[src/rtl/flowcls_pkg.sv]
package flowcls_pkg;

   typedef enum logic [1:0] {
      FK_NONE = 2'd0,
      FK_CALL = 2'd1,
      FK_RST  = 2'd2,
      FK_RET  = 2'd3
   } flow_kind_e;

   // Decoder output bundle
   typedef struct packed {
      flow_kind_e kind;
      logic       is_cond;
      logic [2:0] ccc;
      logic [1:0] len;
   } decode_t;

   localparam logic [7:0] OP_CALL   = 8'hCD;
   localparam logic [7:0] OP_RET    = 8'hC9;
   localparam logic [7:0] OP_PREFIX = 8'hED;
   localparam logic [7:0] OP_RETN   = 8'h45;
   localparam logic [7:0] OP_RETI   = 8'h4D;

endpackage

[src/rtl/flowcls_decode.sv]
module flowcls_decode
   import flowcls_pkg::*;
#(
   parameter int DATA_W   = 8,
   parameter bit ALIAS_EN = 1'b1
) (
   input  logic [DATA_W-1:0] op0,
   input  logic [DATA_W-1:0] op1,
   output decode_t           dec
);

   generate
      if (DATA_W != 8) begin : g_bad_width
         $error("flowcls_decode: DATA_W must be 8");
      end
   endgenerate

   logic top_two;
   logic ed_ret;

   assign top_two = (op0[7:6] == 2'b11);

   // Prefixed return recognition: either the two primary codes only,
   // or the whole 01xxx101 alias family.
   generate
      if (ALIAS_EN) begin : g_alias
         assign ed_ret = (op0[7:0] == OP_PREFIX) &&
                         (op1[7:6] == 2'b01) && (op1[2:0] == 3'b101);
      end else begin : g_strict
         assign ed_ret = (op0[7:0] == OP_PREFIX) &&
                         ((op1[7:0] == OP_RETN) || (op1[7:0] == OP_RETI));
      end
   endgenerate

   always_comb begin
      dec         = '0;
      dec.kind    = FK_NONE;
      dec.ccc     = op0[5:3];
      if (op0[7:0] == OP_CALL) begin
         dec.kind = FK_CALL;
         dec.len  = 2'd3;
      end else if (top_two && op0[2:0] == 3'b100) begin
         dec.kind    = FK_CALL;
         dec.is_cond = 1'b1;
         dec.len     = 2'd3;
      end else if (top_two && op0[2:0] == 3'b111) begin
         dec.kind = FK_RST;
         dec.len  = 2'd1;
      end else if (op0[7:0] == OP_RET) begin
         dec.kind = FK_RET;
         dec.len  = 2'd1;
      end else if (top_two && op0[2:0] == 3'b000) begin
         dec.kind    = FK_RET;
         dec.is_cond = 1'b1;
         dec.len     = 2'd1;
      end else if (ed_ret) begin
         dec.kind = FK_RET;
         dec.len  = 2'd2;
      end
   end

endmodule

[src/rtl/flowcls_cond.sv]
module flowcls_cond #(
   parameter int FLAG_W = 8,
   parameter int S_BIT  = 7,
   parameter int Z_BIT  = 6,
   parameter int P_BIT  = 2,
   parameter int C_BIT  = 0
) (
   input  logic [FLAG_W-1:0] flags,
   input  logic [2:0]        ccc,
   output logic              holds
);

   generate
      if (S_BIT >= FLAG_W || Z_BIT >= FLAG_W || P_BIT >= FLAG_W || C_BIT >= FLAG_W)
      begin : g_bad_bits
         $error("flowcls_cond: flag bit position outside flags width");
      end
   endgenerate

   logic [3:0] tested;
   logic       picked;

   // ccc[2:1] picks the flag, ccc[0] picks the polarity
   assign tested = {flags[S_BIT], flags[P_BIT], flags[C_BIT], flags[Z_BIT]};
   assign picked = tested[ccc[2:1]];
   assign holds  = ccc[0] ? picked : ~picked;

endmodule

[src/rtl/flowcls_addr.sv]
module flowcls_addr #(
   parameter int ADDR_W = 16,
   parameter int LEN_W  = 2
) (
   input  logic [ADDR_W-1:0] pc,
   input  logic [LEN_W-1:0]  len,
   input  logic              zero_out,
   output logic [ADDR_W-1:0] next
);

   generate
      if (ADDR_W <= LEN_W) begin : g_bad_addr
         $error("flowcls_addr: ADDR_W too small");
      end
   endgenerate

   logic [ADDR_W-1:0] sum;

   assign sum  = pc + ADDR_W'(len);
   assign next = zero_out ? '0 : sum;

endmodule

[src/rtl/flow_classifier.sv]
module flow_classifier
   import flowcls_pkg::*;
#(
   parameter int ADDR_W   = 16,
   parameter int DATA_W   = 8,
   parameter int FLAG_W   = 8,
   parameter bit ALIAS_EN = 1'b1
) (
   input  logic              clk,
   input  logic              rst_n,
   input  logic              in_valid,
   input  logic [DATA_W-1:0] in_op0,
   input  logic [DATA_W-1:0] in_op1,
   input  logic [ADDR_W-1:0] in_pc,
   input  logic [FLAG_W-1:0] in_flags,
   output logic              res_done,
   output logic [1:0]        res_kind,
   output logic              res_taken,
   output logic [ADDR_W-1:0] res_ret_addr
);

   localparam int LEN_W = 2;

   decode_t           dec;
   logic              cond_ok;
   logic              taken_c;
   logic [ADDR_W-1:0] addr_c;

   flowcls_decode #(.DATA_W(DATA_W), .ALIAS_EN(ALIAS_EN)) u_dec (
      .op0 (in_op0),
      .op1 (in_op1),
      .dec (dec)
   );

   flowcls_cond #(.FLAG_W(FLAG_W)) u_cond (
      .flags (in_flags),
      .ccc   (dec.ccc),
      .holds (cond_ok)
   );

   flowcls_addr #(.ADDR_W(ADDR_W), .LEN_W(LEN_W)) u_addr (
      .pc       (in_pc),
      .len      (dec.len),
      .zero_out (dec.kind == FK_NONE),
      .next     (addr_c)
   );

   assign taken_c = (dec.kind != FK_NONE) && (!dec.is_cond || cond_ok);

   always_ff @(posedge clk) begin
      if (!rst_n) begin
         res_done     <= 1'b0;
         res_kind     <= 2'd0;
         res_taken    <= 1'b0;
         res_ret_addr <= '0;
      end else begin
         res_done <= in_valid;
         if (in_valid) begin
            res_kind     <= dec.kind;
            res_taken    <= taken_c;
            res_ret_addr <= addr_c;
         end
      end
   end

endmodule

[config.mk]
export PLATFORM = sky130hd
export DESIGN_NAME = flow_classifier
export DESIGN_NICKNAME = d
export VERILOG_FILES = /design/src/rtl/flowcls_pkg.sv /design/src/rtl/flowcls_decode.sv /design/src/rtl/flowcls_cond.sv /design/src/rtl/flowcls_addr.sv /design/src/rtl/flow_classifier.sv
export SDC_FILE = /design/constraint.sdc
export NUM_CORES = 1
export LEC_CHECK = 0
export BUFFER_PORTS_ARGS = -buffer_cell sky130_fd_sc_hd__buf_4
export CAP_MARGIN = 0
export CORE_MARGIN = 2
export CORE_UTILIZATION = 30
export CTS_CLUSTER_SIZE = 12
export DETAILED_ROUTE_END_ITERATION = 7
export PLACE_DENSITY = 0.59
export RECOVER_POWER = 25
export SYNTH_ARGS = -nofsm -noshare
export SYNTH_HDL_FRONTEND = slang
export SYNTH_SLANG_ARGS = --single-unit
[constraint.sdc]
create_clock -name clk -period 3.2 [get_ports clk]
set_input_delay 0.16 -clock clk [delete_from_list [all_inputs] [get_ports clk]]
set_output_delay 0.16 -clock clk [all_outputs]
set_load 0.01 [all_outputs]
==> impl_summary.log, run 1 <==
INFO  metric cts_root_buffer = clkbuf_8
INFO  metric dieArea = 4402 µm²
INFO  metric multi_input_comb_area = 732.0 µm²
INFO  metric setup.worst_path.end_class = flop
INFO  metric die-height = 66.35 µm
INFO  metric postCtsHoldBufs = 0
INFO  metric postRouteWirelength = 2.878 mm
INFO  metric post_cts.repair.setup_buffers = 0
INFO  metric drt_first_pass_iters = 4
INFO  metric cts_buffers = 3
INFO  metric swShare = 24.90%
INFO  metric fraction_of_layout_instances_using_a_drive_strength_above_1 = approximately 36%
INFO  metric comb_power_share = 18.0%
INFO  metric power.clock.fraction = between 30% and 40%
INFO  metric fmaxAchievable = 416.3 MHz
INFO  metric gp_routability_congestion = 0.7713
INFO  metric totalPowerFinal = between 500 and 600 µW
INFO  metric clk_path_buf_depth = 2
INFO  metric post_cts.resized_instances = 0
INFO  metric hold_viol = 0
INFO  metric port_buffers = 55
INFO  metric setup.worst_path.class = in2reg
INFO  metric timing_worst_slew_pin_value = 0.5597 ns
INFO  metric final_cell_mix = buf_4, nand2_1, dfxtp_1
INFO  metric drt_first_iter_violations = 42
INFO  metric sequentialPowerShare = 46.3%
INFO  metric postSynthRegisterBits = 20
INFO  metric min_path_type = in2reg
INFO  metric h-tree-depth = 1
INFO  metric vias_in_the_first_global_route = 1078
INFO  metric final.period_utilization = 75.07%
INFO  metric remaining_drc_errors = 0
INFO  metric placed_cells = 232
INFO  metric fin_cells = 236
INFO  metric grt_start_max_net_pins = 19
INFO  metric numClockSinks = 20
INFO  metric regArea = 400.4 µm²
INFO  metric clk_pin_slew = 0.08 ns
INFO  metric fill_cells = between 300 and 400
INFO  metric antenna_cells_inserted = 0
INFO  metric cellLeakagePower = about 0.00066 µW
INFO  metric die_width = about 66 µm
INFO  metric antenna_violations_before_repair = 0
INFO  metric ir_worst_vdd = between 0.1 and 0.15 mV
INFO  metric antenna_violating_nets_post_route = 0
INFO  metric postSynthNetCount = 177
INFO  metric core-area = 3689 µm²
INFO  metric path_max_fanout = 5
INFO  metric area_delta_synth_final = 41.42%
INFO  metric most_common_cell_after_layout_fill_and_taps_aside = buf_4
INFO  metric vias = about 1100
INFO  metric viasPerCell = 4.712
INFO  metric timing_max_transition_violations_final = 0
INFO  metric tns = 0 ns
INFO  metric finalSetupViolations = 0
INFO  metric synth_cell_area = 1166 µm²
INFO  metric p_switching = 138.3 µW
INFO  metric num-nets-final = 235
INFO  metric globalRoute.totalOverflow = 0
INFO  metric p_per_area = 336.8 nW/µm²
INFO  metric timing.critical_path.arrival = between 2 and 3 ns
INFO  metric timing.max_cap.violations = 0
INFO  metric period_needed = between 2 and 2.5 ns
INFO  metric start_util = 31.61%
INFO  metric whs = 0.1089 ns
INFO  metric dp_hpwl = about 2.3 mm
INFO  metric fin_worst_skew = 0 ns
INFO  metric ys.warnings.count = 0
INFO  metric grt_setup_unrepaired = no
INFO  metric netlist-cell-type-count = 36
INFO  metric cellInternalPower = 417.2 µW
INFO  metric grt_first_pass_wirelength = 4.740 mm
INFO  metric synthesis.instances = 131
INFO  metric wire_per_inst = roughly 12 µm
INFO  metric outcome = finished, final reports clean
INFO  metric cts_tree = done
INFO  metric synth-seq-area-share = 34.33%
INFO  metric io_pins = 63
INFO  metric core.rowCount = 22
INFO  metric syn_avg_cell_area = 8.902 µm²
INFO  metric timing.max_slew.rel_slack = 62.55%
INFO  metric worst_setup_path_start_kind = primary input
INFO  metric clock_latency = 0.26 ns
INFO  metric grt_usage = 13.93%
INFO  metric cp_data_required_time = 3.38 ns
-- path summary, 6_finish.rpt --
check	from	end	slack, ns	cells past startpoint
worst max-delay path	in_op0[5]	res_ret_addr[14]	0.80	10
worst min register to register	res_ret_addr[3]	res_ret_addr[3]	0.46	2
worst min-delay path	in_valid	res_kind[0]	0.11	2
worst max register to register	res_ret_addr[15]	res_ret_addr[15]	2.46	2
-- cells by family (layout without fill, tap and decap cells) --
| logic type | after synthesis | in the layout | synth area share (%) |
|---|---|---|---|
| adders and majority gates | 3 | 3 | 3.862 |
| buffers and inverters | 7 | 64 | 2.897 |
| muxes | 1 | 1 | 1.931 |
| DFF | 20 | 20 | 34.33 |
| and+or+nand+nor | 58 | 58 | 27.58 |
| AOI/OAI and AO/OA | 28 | 28 | 18.89 |
| xor gates and xnor gates | 14 | 14 | 10.52 |
-- power by group through the flow --
stage / Combinational [µW] / Sequential [µW] / Clock [µW]
after CTS: 103 / 257 / 202
after global placement: 101 / 263 / 0
final: 100 / 257 / 198
after detailed placement: 103 / 263 / 0
after global routing: 111 / 258 / 214
after floorplan: 40.3 / 265 / 0
-- area by class of cell --
class / count / area share [%]
Multi-Input combinational cell: 104 / 44.39
Sequential cell: 20 / 24.28
Timing Repair Buffer: 56 / 23.44
Tap cell: 48 / 3.642
Clock buffer: 4 / 3.338
Inverter: 4 / 0.9105
-- Yosys cell counts (all sizes together) --
master    n  area, µm²
nor4b     1      8.760
nand3b    2      15.01
fa        1      20.02
and3      1      6.260
nand4b    1      8.760
nand2    25      93.84
xnor2     7      61.31
a211oi    1      7.510
ha        2      25.02
nor2      6      22.52
and4      2      17.52
nand4bb   1      11.26
or3b      1      11.26
xor2      7      61.31
nor3      2      10.01
a32oi     1      8.760
clkbuf    2      7.510
a221oi    1      26.28
nor2b     3      18.77
nor4      2      27.53
nand3     3      15.01
o21ai    20      145.2
a21oi     4      20.02
a22oi     1      12.51
and2      1      6.260
inv       4      15.01
nand4     4      25.02
or4       1      7.510
and4b     1      10.01
buf       1      11.26
mux4      1      22.52
or2       1      6.260
dfxtp    20      400.4
-- stage by stage --
step	instance area (µm²)	setup WS (ns)	util [%]
6_report	1649	0.7977	44.71
2_1_floorplan	1166	0.8757	-
5_1_grt	1649	0.6548	44.71
3_3_place_gp	1628	0.5402	44.13
3_5_place_dp	1628	0.4980	44.13
4_1_cts	1683	0.7719	45.62
-- sequential cells by signal, indices dropped and copies added, names as in the netlist --
name and flops:
res_kind 2, res_done 1, res_taken 1, res_ret_addr 16
-- layer usage --
| metal | part of all wire (%) | vias up | global-route usage (%) |
|---|---|---|---|
| met3 | 6.4 | 2 | 2.385 |
| li1 | - | 582 | - |
| met2 | 49 | 38 | 23.75 |
| met1 | 44 | 490 | 17.32 |
| met4 | 0.59 | 0 | 5.357 |
| met5 | 0 | - | 0 |
-- critical path, cell delays in order --
cell and delay (ns):
buf_4 0.12, or3b_4 0.42, a221oi_4 0.36, ha_1 0.23, inv_1 0.06, fa_1 0.42
and4b_1 0.39, nand4_1 0.13, xor2_1 0.15, o21ai_0 0.14
No activity file was read; power rests on OpenSTA's default activity.
==> run 2, diff against run 1 <==
--- a/config.mk
+++ b/config.mk
@@ -11,7 +11,7 @@
 export CORE_UTILIZATION = 30
 export CTS_CLUSTER_SIZE = 12
 export DETAILED_ROUTE_END_ITERATION = 7
-export PLACE_DENSITY = 0.59
+export PLACE_DENSITY = 0.62
 export RECOVER_POWER = 25
 export SYNTH_ARGS = -nofsm -noshare
 export SYNTH_HDL_FRONTEND = slang
==> constraint.sdc (replaced) <==
create_clock -name clk -period 2 [get_ports clk]
set_input_delay 0.1 -clock clk [delete_from_list [all_inputs] [get_ports clk]]
set_output_delay 0.1 -clock clk [all_outputs]
set_load 0.01 [all_outputs]
==> impl_summary.log, run 2 (same netlist as run 1, synthesis figures left out) <==
INFO  metric outcome = finished, final reports clean
INFO  metric timing_max_transition_violations_final = 0 (unchanged)
INFO  metric comb_power_share = 19.9% (+1.9 points)
INFO  metric setup.worst_path.end_class = flop
INFO  metric swShare = 24.00% (-0.90 points)
INFO  metric core.rowCount = 22 (unchanged)
INFO  metric die-height = 66.35 µm (unchanged)
INFO  metric postCtsHoldBufs = 0 (unchanged)
INFO  metric core-area = 3689 µm² (unchanged)
INFO  metric remaining_drc_errors = 0 (unchanged)
INFO  metric antenna_violations_before_repair = 0 (unchanged)
INFO  metric die_width = 66.35 µm (unchanged)
INFO  metric vias = 1171 (+5.3%)
INFO  metric viasPerCell = 4.684 (-0.59%)
INFO  metric path_max_fanout = 5 (unchanged)
INFO  metric grt_start_max_net_pins = 12 (-7)
INFO  metric final.setup.worst_slack = 0.0003433 ns (-0.7974 ns)
INFO  metric start_util = 31.61% (unchanged)
INFO  metric grt_setup_unrepaired = yes
INFO  metric io_pins = 63 (unchanged)
INFO  metric cellLeakagePower = 0.0007402 µW (+13%)
INFO  metric timing.max_cap.violations = 0 (unchanged)
INFO  metric worst_setup_path_start_kind = primary input
INFO  metric h-tree-depth = 1 (unchanged)
INFO  metric largest_reg_flops = 16 (unchanged)
INFO  metric postRouteWirelength = 2.928 mm (+1.7%)
INFO  metric placed_cells = 245 (+5.6%)
INFO  metric crit_path_max_incr_delay = 0.41 ns (about the same)
INFO  metric grt_usage = 14.49% (+0.56 points)
INFO  metric timing_worst_slew_pin_value = 0.5773 ns (+0.01763 ns)
INFO  metric numClockSinks = 20 (unchanged)
INFO  metric fin_worst_skew = 0 ns (unchanged)
INFO  metric totalPowerFinal = 896.0 µW (+61%)
INFO  metric sequentialPowerShare = 45.9% (-0.4 points)
INFO  metric dp_hpwl = 2.486 mm (+9.0%)
INFO  metric gp_routability_congestion = 0.8179 (+6.0%)
INFO  metric cp_data_required_time = 2.15 ns (-1.23 ns)
INFO  metric dieArea = 4402 µm² (unchanged)
INFO  metric most_common_cell_after_layout_fill_and_taps_aside = buf_4
INFO  metric cts_root_buffer = clkbuf_8
INFO  metric p_switching = 215.0 µW (+55%)
INFO  metric antenna_violating_nets_post_route = 0 (unchanged)
INFO  metric timing.max_slew.rel_slack = 61.44% (-1.1 points)
INFO  metric cts_tree = done
INFO  metric power.clock.fraction = 34.2% (-1.5 points)
INFO  metric cellInternalPower = 681.0 µW (+63%)
INFO  metric clk_path_buf_depth = 2 (unchanged)
INFO  metric vias_in_the_first_global_route = 1108 (+2.8%)
INFO  metric path_cells = buf_6 -> or3b_4 -> a221oi_4 -> ha_2 -> inv_2 -> fa_2 -> and4b_2 -> nand4_1 -> xor2_1 -> o21ai_2
INFO  metric setup.worst_path.class = in2reg
INFO  metric largestRegisters = res_ret_addr: 16 flops, res_kind: 2 flops
INFO  metric port_buffers = 55 (unchanged)
INFO  metric ir_worst_vdd = 0.2254 mV (+85%)
INFO  metric p_per_area = 500.1 nW/µm² (+48%)
INFO  metric min_path_type = in2reg
INFO  metric clk_pin_slew = 0.07 ns (about the same)
INFO  metric wire_per_inst = 11.71 µm (-4.0%)
INFO  metric whs = 0.05871 ns (-0.05020 ns)
INFO  metric num-nets-final = 249 (+6.0%)
INFO  metric timing.critical_path.arrival = 2.15 ns (-0.44 ns)
INFO  metric grt_first_pass_wirelength = 4.947 mm (+4.4%)
INFO  metric drt_first_pass_iters = 4 (unchanged)
INFO  metric fin_cells = 250 (+5.9%)
INFO  metric final_cell_mix = buf_4, nand2_1, dfxtp_1
INFO  metric area_delta_synth_final = 53.65%
INFO  metric fraction_of_layout_instances_using_a_drive_strength_above_1 = 43.56% (+7.9 points)
INFO  metric max_flop_register = res_ret_addr
INFO  metric fmaxAchievable = about 500 MHz
INFO  metric hold_viol = 0 (unchanged)
INFO  metric finalSetupViolations = 0 (unchanged)
INFO  metric globalRoute.totalOverflow = 0 (unchanged)
INFO  metric period_needed = around 2.0 ns
INFO  metric drt_first_iter_violations = 21 (-50%)
INFO  metric slowest_stage = or3b_4
INFO  metric clock_latency = 0.25 ns (about the same)
INFO  metric cts_buffers = 3 (unchanged)
INFO  metric final.period_utilization = 99.98%
INFO  metric pre_cts_slack = -0.3279 ns (-0.8258 ns)
INFO  metric antenna_cells_inserted = 0 (unchanged)
[run 2: area by class of cell]
class	instances	area, µm²
Sequential cell	20	400.4
Clock buffer	4	55.05
Multi-Input combinational cell	104	742.0
Tap cell	48	60.06
Inverter	4	15.01
Timing Repair Buffer	70	519.2
Fill cell	381	1897
[run 2: critical path: cells and delay by family]
kind	cells	cell delay (ns)
adder cells (fa/ha/maj)	2	0.55
AO/OA/AOI/OAI	2	0.32
buffers and inverters	2	0.13
AND/OR/NAND/NOR	3	0.85
XOR/XNOR	1	0.17
[run 2: final timing paths]
check / cells past startpoint / slack [ns] / from / end
worst max-delay path: 10 / 0.0003 / in_op0[5] / res_ret_addr[8]
worst min-delay path: 2 / 0.06 / in_valid / res_kind[0]
worst max register to register: 2 / 1.29 / res_ret_addr[15] / res_ret_addr[15]
worst min register to register: 2 / 0.46 / res_ret_addr[3] / res_ret_addr[3]
[run 2: metal layers]
layer  track usage (%)  wire length, µm  up-vias
met2             24.38             1478       32
met1             18.24             1258      532
met3             3.237              163        2
met4             4.592               27        0
li1                  -                -      605
met5                 0                0        -
[run 2: per-stage QoR]
step | instance area [µm²] | setup TNS (ns) | utilization (%)
final | 1792 | 0 | 48.58
after floorplan | 1171 | -0.8742 | -
after detailed placement | 1743 | -2.585 | 47.25
after CTS | 1814 | -0.01016 | 49.19
after global placement | 1743 | -2.392 | 47.25
after global routing | 1792 | -0.6119 | 48.58
[run 2: repair_timing]
item	4_1_cts	5_1_grt
endpoints found under the hold margin	0	0
setup buffers	1	0
endpoints found under the setup margin	5	7
pin swaps	5	5
gates resized for setup	3	1
[run 2: power by group through the flow]
| stage | clock [µW] | combinational [µW] | sequential [µW] |
|---|---|---|---|
| finish | 306 | 179 | 411 |
| global route | 331 | 195 | 412 |
| CTS | 318 | 184 | 411 |
| detailed placement | 0 | 182 | 421 |
| global placement | 0 | 179 | 421 |
| floorplan | 0 | 65.2 | 425 |
